**src/rtl/wig_pkg.sv**
```systemverilog
package wig_pkg;

    // Raw strobes as seen on the memory pins, all active low.
    typedef struct packed {
        logic cs_n;
        logic we_n;
        logic oe_n;
    } wig_strobe_t;

    // A write low phase: chip-select and write-enable low together.
    function automatic logic wig_low_phase(wig_strobe_t s);
        return (!s.cs_n) && (!s.we_n);
    endfunction

    // Read side active: output-enable low forbids any write.
    function automatic logic wig_read_side(wig_strobe_t s);
        return !s.oe_n;
    endfunction

endpackage

```
**src/rtl/wig_holdoff.sv**
```systemverilog
module wig_holdoff #(
    parameter int unsigned PWR_DELAY = 1000
) (
    input  logic clk_i,
    input  logic rst_ni,
    input  logic supply_ok_i,
    output logic ready_o
);

    generate
        if (PWR_DELAY == 0) begin : g_no_delay
            // No hold-off: writes are allowed whenever the supply is good.
            assign ready_o = supply_ok_i;
        end else begin : g_delay
            localparam int unsigned CW = $clog2(PWR_DELAY + 1);
            localparam logic [CW-1:0] CNT_MAX = CW'(PWR_DELAY);

            typedef struct packed {
                logic [CW-1:0] cnt;
            } hold_st_t;

            hold_st_t st_d, st_q;

            always_comb begin
                st_d = st_q;
                if (!supply_ok_i) begin
                    // Any supply drop restarts the whole lockout.
                    st_d.cnt = '0;
                end else if (st_q.cnt != CNT_MAX) begin
                    st_d.cnt = st_q.cnt + CW'(1);
                end
            end

            always_ff @(posedge clk_i or negedge rst_ni) begin
                if (!rst_ni) begin
                    st_q <= '0;
                end else begin
                    st_q <= st_d;
                end
            end

            // Using the live supply flag makes a drop take effect on the same edge.
            assign ready_o = supply_ok_i && (st_q.cnt == CNT_MAX);
        end
    endgenerate

endmodule

```
**src/rtl/wig_pulse_qual.sv**
```systemverilog
module wig_pulse_qual
    import wig_pkg::*;
#(
    parameter int unsigned MIN_WIDTH = 3
) (
    input  logic        clk_i,
    input  logic        rst_ni,
    input  wig_strobe_t strb_i,
    input  logic        ready_i,
    output logic        strobe_o
);

    localparam int unsigned WIDTH_EFF = (MIN_WIDTH == 0) ? 1 : MIN_WIDTH;
    localparam int unsigned WW        = $clog2(WIDTH_EFF + 1);
    localparam logic [WW-1:0] RUN_MAX = WW'(WIDTH_EFF);

    typedef struct packed {
        logic          spoiled;
        logic [WW-1:0] run;
        logic          strobe;
    } qual_st_t;

    qual_st_t st_d, st_q;
    logic     low_phase;
    logic     inhibit;

    always_comb begin
        low_phase = wig_low_phase(strb_i);
        inhibit   = wig_read_side(strb_i) || !ready_i;
        st_d      = st_q;

        // Once a low phase has seen any inhibit, it stays void until it ends.
        st_d.spoiled = low_phase && (st_q.spoiled || inhibit);

        if (low_phase && !st_d.spoiled) begin
            if (st_q.run != RUN_MAX) begin
                st_d.run = st_q.run + WW'(1);
            end
        end else begin
            st_d.run = '0;
        end

        st_d.strobe = (st_d.run == RUN_MAX);
    end

    always_ff @(posedge clk_i or negedge rst_ni) begin
        if (!rst_ni) begin
            st_q <= '0;
        end else begin
            st_q <= st_d;
        end
    end

    assign strobe_o = st_q.strobe;

endmodule

```
**src/rtl/wr_inhibit_guard.sv**
```systemverilog
module wr_inhibit_guard
    import wig_pkg::*;
#(
    parameter int unsigned PWR_DELAY = 1000,
    parameter int unsigned MIN_WIDTH = 3
) (
    input  logic clk_i,
    input  logic rst_ni,
    input  logic supply_ok_i,
    input  logic cs_n_i,
    input  logic we_n_i,
    input  logic oe_n_i,
    output logic wr_strobe_o
);

    wig_strobe_t strb;
    logic        ready;

    always_comb begin
        strb.cs_n = cs_n_i;
        strb.we_n = we_n_i;
        strb.oe_n = oe_n_i;
    end

    wig_holdoff #(
        .PWR_DELAY (PWR_DELAY)
    ) holdoff_i (
        .clk_i       (clk_i),
        .rst_ni      (rst_ni),
        .supply_ok_i (supply_ok_i),
        .ready_o     (ready)
    );

    wig_pulse_qual #(
        .MIN_WIDTH (MIN_WIDTH)
    ) qual_i (
        .clk_i    (clk_i),
        .rst_ni   (rst_ni),
        .strb_i   (strb),
        .ready_i  (ready),
        .strobe_o (wr_strobe_o)
    );

endmodule

```
**config.mk**
```make
export PLATFORM = sky130hd
export DESIGN_NAME = wr_inhibit_guard
export DESIGN_NICKNAME = d
export VERILOG_FILES = /design/src/rtl/wig_pkg.sv /design/src/rtl/wig_holdoff.sv /design/src/rtl/wig_pulse_qual.sv /design/src/rtl/wr_inhibit_guard.sv
export SDC_FILE = /design/constraint.sdc
export NUM_CORES = 1
export LEC_CHECK = 0
export BUFFER_PORTS_ARGS = -buffer_cell sky130_fd_sc_hd__buf_2
export CORE_MARGIN = 5
export CORE_UTILIZATION = 50
export DETAILED_ROUTE_END_ITERATION = 7
export PLACE_DENSITY = 0.79
export SYNTH_ARGS = -nofsm -noshare
export SYNTH_HDL_FRONTEND = slang
export SYNTH_SLANG_ARGS = --single-unit
export TNS_END_PERCENT = 10
```
**constraint.sdc**
```tcl
create_clock -name clk_i -period 3.1 [get_ports clk_i]
set_clock_uncertainty 0.05 [all_clocks]
set_input_delay 0.31 -clock clk_i [delete_from_list [all_inputs] [get_ports clk_i]]
set_output_delay 0.31 -clock clk_i [all_outputs]
set_load 0.1 [all_outputs]
```
# After elaboration in Yosys (flattened, before gate mapping)
# Index checks and enable logic that the tools add are counted.
[totals] elab_cells=26 reg_bits=14
[op_classes] eq_ne=5 add_sub_neg=2 n_mux=4 reduce_logical=11
[op_table] cell="2-to-1 mux 10 bit" n=2
[op_table] cell="adder 10 x 1 -> 10 bit, second input constant" n=1
[op_table] cell="equality test 10 bit, second input constant" n=1
[op_table] cell="inequality test 10 bit, second input constant" n=1
[op_table] cell="zero test 1 bit" n=5
[op_table] cell="logical AND 1 bit" n=4
[op_table] cell="2-to-1 mux 2 bit" n=2
[op_table] cell="adder 2 x 1 -> 2 bit, second input constant" n=1
[op_table] cell="equality test 2 bit, second input constant" n=1
[op_table] cell="logical OR 1 bit" n=2
[op_table] cell="inequality test 2 x 1 -> 1 bit, second input constant" n=1
[op_table] cell="inequality test 2 bit, second input constant" n=1

# Logic depth before layout (Yosys ltp)
# Gate-level depths: netlist of the first run.
[logic_depth] word_depth=10 depth_mapped=5 ltp_nobuf=5

# By module
# From an unflattened synthesis of the first run, not the netlist that was laid out.
[unflattened] cells_unflattened=68 hier_area_um2=724.4
[by_module_without_submodules] mod="wig_holdoff" area_each_um2=561.8 cells_each=57 n_inst=1
[by_module_without_submodules] mod="wig_pulse_qual" area_each_um2=162.7 cells_each=11 n_inst=1

# Least setup slack after synthesis of the first run
# OpenSTA, ideal clock, no wires.
[synth_timing] kind="reg-to-reg" from="register holdoff_i.g_delay.st_q[0] (netlist bit)" to="register qual_i.st_q[1] (netlist bit)" stages_incl_launch_ff=6 t_arrival_ps=1460 setup_ps=111 t_required_ps=2939 slack_ps=1479 period_less_slack_ps=1621 cell_sequence="dfrtp_1 inv_1 ha_1 nand4b_1 or4_4 a2111oi_2"
[synth_rtl] item="start, declared" line_no="wig_holdoff.sv:22" source="hold_st_t st_d, st_q;"
[synth_rtl] item="start signal, assigned" line_no="wig_holdoff.sv:38" source="st_q <= st_d;"
[synth_rtl] item="end signal, assigned" line_no="wig_pulse_qual.sv:50" source="st_q <= st_d;"
[synth_rtl] item="end, declared" line_no="wig_pulse_qual.sv:23" source="qual_st_t st_d, st_q;"

==> results of run 1 <==
==> layer usage <==
layer	routed length [um]	vias up	GRT usage, %	part of all wire [%]
met3	49	5	2.30	4.0
met2	558	14	21.4	46
met5	0	-	0	0
li1	-	265	-	-
met4	27	0	6.63	2.2
met1	583	258	18.3	48
==> area by class of cell <==
type / instances / area [sq um] / share of cell area, %
well taps: 15 / 18.8 / 2.37
clock buffers: 4 / 36.3 / 4.59
multi-input cells: 47 / 327 / 41.3
inverters: 5 / 18.8 / 2.37
flip-flops and latches: 14 / 350 / 44.3
repair buffers: 7 / 40.0 / 5.06
==> sequential cells by signal, indices dropped and copies added, names as in the netlist <==
register / flops
qual_i.strobe_o: 1
qual_i.st_q: 3
holdoff_i.g_delay.st_q: 10
==> cell usage in the layout, fill, tap and decap left out, types with 2 or more instances in the layout <==
| cell | n |
|---|---|
| a21oi_1 | 5 |
| buf_2 | 6 |
| clkbuf_4 | 3 |
| dfrtp_1 | 14 |
| ha_1 | 2 |
| inv_1 | 5 |
| mux2i_1 | 2 |
| nand2_1 | 5 |
| nand3_1 | 6 |
| nor2_1 | 3 |
| nor3_1 | 2 |
| nor3b_1 | 2 |
| nor4_2 | 2 |
| o31ai_1 | 2 |
| or4_1 | 2 |
| xor2_1 | 2 |
==> repair_timing <==
item | in CTS | in global routing
endpoints found under the hold margin | 14 | 0
hold buffers | 1 | 0
resized for setup | 0 | 0
==> cells in the mapped netlist, types with 2 or more instances <==
cell type and count:
nand2_1 5, nand3_1 6, nor2_1 3, inv_1 5, o31ai_1 2, nor4_2 2, nor3b_1 2, dfrtp_1 14
a21oi_1 5, ha_1 2, mux2i_1 2, nor3_1 2, or4_1 2, xor2_1 2
==> through the flow <==
stage               setup WS, ps  power, mW
finish                      1380      0.344
global route                1250      0.358
CTS                         1370      0.347
detailed placement          1390      0.217
global placement            1450      0.217
floorplan                   1480      0.205
==> power by group through the flow <==
stage / logic [mW] / clock network (mW) / registers [mW]
2_1_floorplan: 0.0113 / 0 / 0.194
3_3_place_gp: 0.0225 / 0 / 0.194
3_5_place_dp: 0.0230 / 0 / 0.194
4_1_cts: 0.0242 / 0.132 / 0.191
5_1_grt: 0.0272 / 0.139 / 0.192
6_report: 0.0237 / 0.129 / 0.191
==> critical path, stage by stage, from the launching register on <==
cell       delay (ps)
dfrtp_1           420
inv_1              90
ha_1              140
nand4b_1          120
or4_4             570
a2111oi_2         220
==> path summary, 6_finish.rpt <==
check,slack [ps],depth (start not counted),from,endpoint
max in group asynchronous,2370,2,rst_ni,holdoff_i.g_delay.st_q[6]$_DFFE_PN0P_
max reg2reg,1380,5,holdoff_i.g_delay.st_q[0]$_DFFE_PN0P_,qual_i.st_q[1]$_DFF_PN0_
min in group asynchronous,390,2,rst_ni,qual_i.st_q[1]$_DFF_PN0_
min,200,2,we_n_i,qual_i.st_q[2]$_DFF_PN0_
max,1380,5,holdoff_i.g_delay.st_q[0]$_DFFE_PN0P_,qual_i.st_q[1]$_DFF_PN0_
min reg2reg,430,1,qual_i.st_q[1]$_DFF_PN0_,qual_i.st_q[1]$_DFF_PN0_
==> cell families (layout without fill, tap and decap cells) <==
| kind of cell | count (synthesis) | count (layout) | synth area share (%) |
|---|---|---|---|
| fa+ha+maj | 2 | 2 | 3.60 |
| xor+xnor | 3 | 3 | 3.78 |
| buf+inv | 5 | 16 | 2.70 |
| compound gates | 10 | 10 | 9.71 |
| mux | 2 | 2 | 2.88 |
| simple gates | 30 | 30 | 27.0 |
| flops | 14 | 14 | 50.4 |
==> results.md, run 1 <==
* Post-route setup TNS at 0 ps
* Mean Syn Cell Area at 10.5 sq um
* Slew headroom at 66.4%
* Via total after detailed routing at ~540
* Routed vias/inst at 5.89
* Design Area, Final at 791 sq um
* Cell-internal power at 0.267 mW
* Core Util, Final at 60.8%
* Initial antenna violation count at 0
* Max-cap violations at 0
* # rows at 13
* CP required at 3220 ps
* Postcts setup bufs at 0
* Max Clk Rate at 582 MHz
* Yosys top cell area share at 50.4%
* Total Nets Final at 86
* Fin. max-slew vios at 0
* CTS sink count at 14
* Per-cell routed wire length at 13.2 um
* Tcrit/Tclk final at roughly 55%
* Yosys cell types at 26
* First-pass GRT wire length at between 2 and 2.5 mm
* GRT Overall Usage at about 14%
* Number of port buffers at 6
* Mapped Cells at 66
* Synthesized area at around 700 sq um
* Final min period at 1720 ps
* Setup crit start kind: flop
* Core area at 1300 sq um
* Logic pwr share at 6.9%
* Pleak at approximately 0.33 nW
* H-Tree Level Count at 1
* CTS tree: built
* EDFF count, synth at 0
* Drt initial violations at 24
* Seq/Total Area, Yosys at 50.4%
* VDD IR max at 253 uV
* Ratio of cells with drive above 1 in the final layout at 19.5%
* YS warnings at 0
* Number of synthesized register bits at 14
* Clk pwr share at 37.6%
* Largest net degree at the start of global routing at 15
* Dpl hpwl at 909 um
* Synth top area cells: dfrtp_1 (50%), nand3_1 (4.3%), a21oi_1 (3.6%)
* Synth Flop Type: dfrtp_1
* Ant diodes at 0
* Switch Pwr at 0.0771 mW
* DRC at 0
* Final hold vios at 0
* Num CTS Buffers at 3
* Post-synthesis net count at 74
* Chip width at 47.3 um
* Final Setup Violations at 0
* RSZ-0062 raised after global routing: no
* RD Place Congestion at 0.805
* Worst EP arrival at between 1500 and 2000 ps
* Congestion Overflow GR at 0
* Worst-Skew Late Latency at about 280 ps
* Post-Route WL at 1.22 mm
* Vias in the first global route at 548
* Hold Slack at 202 ps
* Initial Utilization at 53.5%
* Post-route insts no fill at around 90
* Drt first pass iters at 5
* CP max FO at 5
* Crit path kind: reg -> reg
* Slew @ Worst Pin at 500 ps
* Longest Clk Path Bufs at 2
* Status: finished, final reports clean
* Async set or reset register ratio after synthesis at 100%
* Register share of total power at 55.5%
* PwrDens at about 430 nW/um^2
* Layout Area Growth over Synthesis at 13.7%
* Worst hold path class: in -> reg
* IO Pins at 7
* Synth area leader: dfrtp_1
* Antenna Violating Nets Remaining at 0
* Clock Tree Root: clkbuf_4
* Kind of end point of the critical path: flop
* Die Span Y at 47.3 um
* Die area at roughly 2200 sq um
* Clock slew at reported path FFs at approximately 80 ps
* Switching share of power at between 20% and 30%
* Fill count at 118
* Post-DP Area at 744 sq um
* Placed insts at 87
Power figures use the tool's default switching activity.
==> run 2, diff against run 1 <==
- clock period: 3.1 -> 1.64 ns (I/O delays scaled with it)
==> results.md, run 2 (synthesized netlist as in run 1, its figures left out) <==
* Final worst setup slack at 94.4 ps (was 1380 ps)
* Final hold vios at 0 (unchanged)
* Kind of end point of the critical path: flop (unchanged)
* Dpl ws at -0.108 ps (was 1390 ps)
* Total Nets Final at 91 (was 86)
* Num CTS Buffers at 3 (unchanged)
* Register share of total power at 52.9% (was 55.5%)
* Worst hold path class: in -> reg (unchanged)
* PwrDens at 811 nW/um^2 (was 435 nW/um^2)
* Vias in the first global route at 595 (was 548)
* IO Pins at 7 (unchanged)
* Number of port buffers at 6 (unchanged)
* Critical R2R Launch: holdoff_i.g_delay.st_q[0]$_DFFE_PN0P_ (unchanged)
* CP max FO at 4 (was 5)
* CP required at 1770 ps (was 3220 ps)
* Hold path depth at 2 (unchanged)
* Die area at 2240 sq um (unchanged)
* GRT Overall Usage at 17.0% (was 13.7%)
* Layout Area Growth over Synthesis at 19.1% (was 13.7%)
* Multi-input gate area at 327 sq um (unchanged)
* Core area at 1300 sq um (unchanged)
* Post-Route WL at 1.40 mm (was 1.22 mm)
* Pleak at 0.353 nW (was 0.326 nW)
* Die Span Y at 47.3 um (unchanged)
* Clock Tree Root: clkbuf_4 (unchanged)
* Crit path kind: reg -> reg (unchanged)
* Congestion Overflow GR at 0 (unchanged)
* Clock slew at reported path FFs at 90 ps (was 80 ps)
* RD Place Congestion at 0.777 (was 0.805)
* Via total after detailed routing at 555 (was 542)
* Final Setup Violations at 0 (unchanged)
* RSZ-0062 raised after global routing: no (unchanged)
* VDD IR max at 657 uV (was 253 uV)
* # rows at 13 (unchanged)
* Slew @ Worst Pin at 487 ps (was 500 ps)
* Longest Clk Path Bufs at 2 (unchanged)
* Worst-Skew Late Latency at 280 ps (about the same)
* Clk pwr share at 38.1% (was 37.6%)
* Drt first pass iters at 4 (was 5)
* Status: finished, final reports clean (unchanged)
* CTS sink count at 14 (unchanged)
* Design Area, Final at 828 sq um (was 791 sq um)
* Ant diodes at 0 (unchanged)
* Slew headroom at 67.7% (was 66.4%)
* Critical path origin: holdoff_i.g_delay.st_q[0]$_DFFE_PN0P_ (unchanged)
* Max Clk Rate at 647 MHz (was 582 MHz)
* CTS tree: built (unchanged)
* Commonest cells after routing, fill and taps aside: dfrtp_1 (14), nand3_1 (6), buf_2 (6) (unchanged)
* Largest Register: holdoff_i.g_delay.st_q (unchanged)
* H-Tree Level Count at 1 (unchanged)
* Fin. max-slew vios at 0 (unchanged)
* Max-cap violations at 0 (unchanged)
* Antenna Violating Nets Remaining at 0 (unchanged)
* Postcts setup bufs at 0 (unchanged)
* First-pass GRT wire length at 2.53 mm (was 2.19 mm)
* Post-DP Area at 782 sq um (was 744 sq um)
* Largest net degree at the start of global routing at 15 (unchanged)
* Initial Utilization at 53.5% (unchanged)
* Ratio of cells with drive above 1 in the final layout at 24.4% (was 19.5%)
* Per-cell routed wire length at 14.5 um (was 13.2 um)
* Max reg flops at 10 (unchanged)
* Hold_sp: we_n_i (unchanged)
* Routed vias/inst at 5.72 (was 5.89)
* Cell-internal power at 0.511 mW (was 0.267 mW)
* Switch Pwr at 0.161 mW (was 0.0771 mW)
* Worst EP arrival at 1680 ps (was 1840 ps)
* Initial antenna violation count at 0 (unchanged)
* Post_cts resized at 0 (unchanged)
* Tcrit/Tclk final at 94.2% (was 55.5%)
* Drt initial violations at 9 (was 24)
* Most common cell after layout, fill and taps aside: dfrtp_1 (unchanged)
* Setup crit start kind: flop (unchanged)
* Chip width at 47.3 um (unchanged)
* DRC at 0 (unchanged)
* Final min period at 1550 ps (was 1720 ps)
* Fill count at 117 (was 118)
* Worst reg-to-reg path cell count at 5 (unchanged)
* Logic pwr share at 9.0% (was 6.9%)
* Switching share of power at 23.9% (was 22.4%)
* Dpl hpwl at 1.03 mm (was 909 um)
* Register area at 350 sq um (unchanged)
[run 2: cell count changes in the layout (fill, tap and decap cells not counted), sizes merged]
cell  previous run  this run
buf              6        11
[run 2: per-stage QoR]
step | instances | utilization (%) | power (mW) | hold WS (ps) | TNS [ps]
final | 97 | 63.7 | 0.672 | 49.7 | 0
after global routing | 97 | 63.7 | 0.709 | 35.6 | 0
after CTS | 97 | 63.7 | 0.678 | 49.7 | 0
after detailed placement | 92 | 60.1 | 0.421 | 25.9 | -0.108
after global placement | 92 | 60.1 | 0.418 | 22.8 | 0
after floorplan | 66 | - | 0.387 | -182 | 0
[run 2: what timing repair did]
item	in CTS	in global routing
endpoints found under the hold margin	14	0
setup endpoints to repair	2	0
hold buffers	1	0
[run 2: final cells by class]
| type | instances | area share, % |
|---|---|---|
| clock buffers | 4 | 4.38 |
| repair buffers | 12 | 9.37 |
| inverters | 5 | 2.27 |
| well taps | 15 | 2.27 |
| flip-flops and latches | 14 | 42.3 |
| multi-input cells | 47 | 39.4 |
[run 2: worst paths after layout]
path	endpoint	slack, ps
setup / recovery	qual_i.st_q[1]$_DFF_PN0_	90
hold / removal	qual_i.st_q[2]$_DFF_PN0_	50
setup reg to reg	qual_i.st_q[1]$_DFF_PN0_	90
hold reg to reg	qual_i.st_q[1]$_DFF_PN0_	430
max in group asynchronous	holdoff_i.g_delay.st_q[1]$_DFFE_PN0P_	1050
min in group asynchronous	holdoff_i.g_delay.st_q[7]$_DFFE_PN0P_	250
[run 2: layer usage]
metal / GRT usage [%] / wire length, um
met3: 3.45 / 43
met4: 16.6 / 57
met2: 25.9 / 705
met1: 19.3 / 594
met5: 0 / 0
[run 2: power groups by stage]
stage / sequential (mW) / clock (mW) / combinational, mW
floorplan: 0.366 / 0 / 0.0214
global placement: 0.362 / 0 / 0.0566
detailed placement: 0.363 / 0 / 0.0585
CTS: 0.356 / 0.261 / 0.0609
global route: 0.357 / 0.283 / 0.0692
finish: 0.356 / 0.256 / 0.0604
[run 2: worst max-delay path: stages (launching register included)]
cell	delay, ps
dfrtp_1	390
inv_1	70
ha_1	140
nand4b_1	120
or4_4	470
a2111oi_2	210
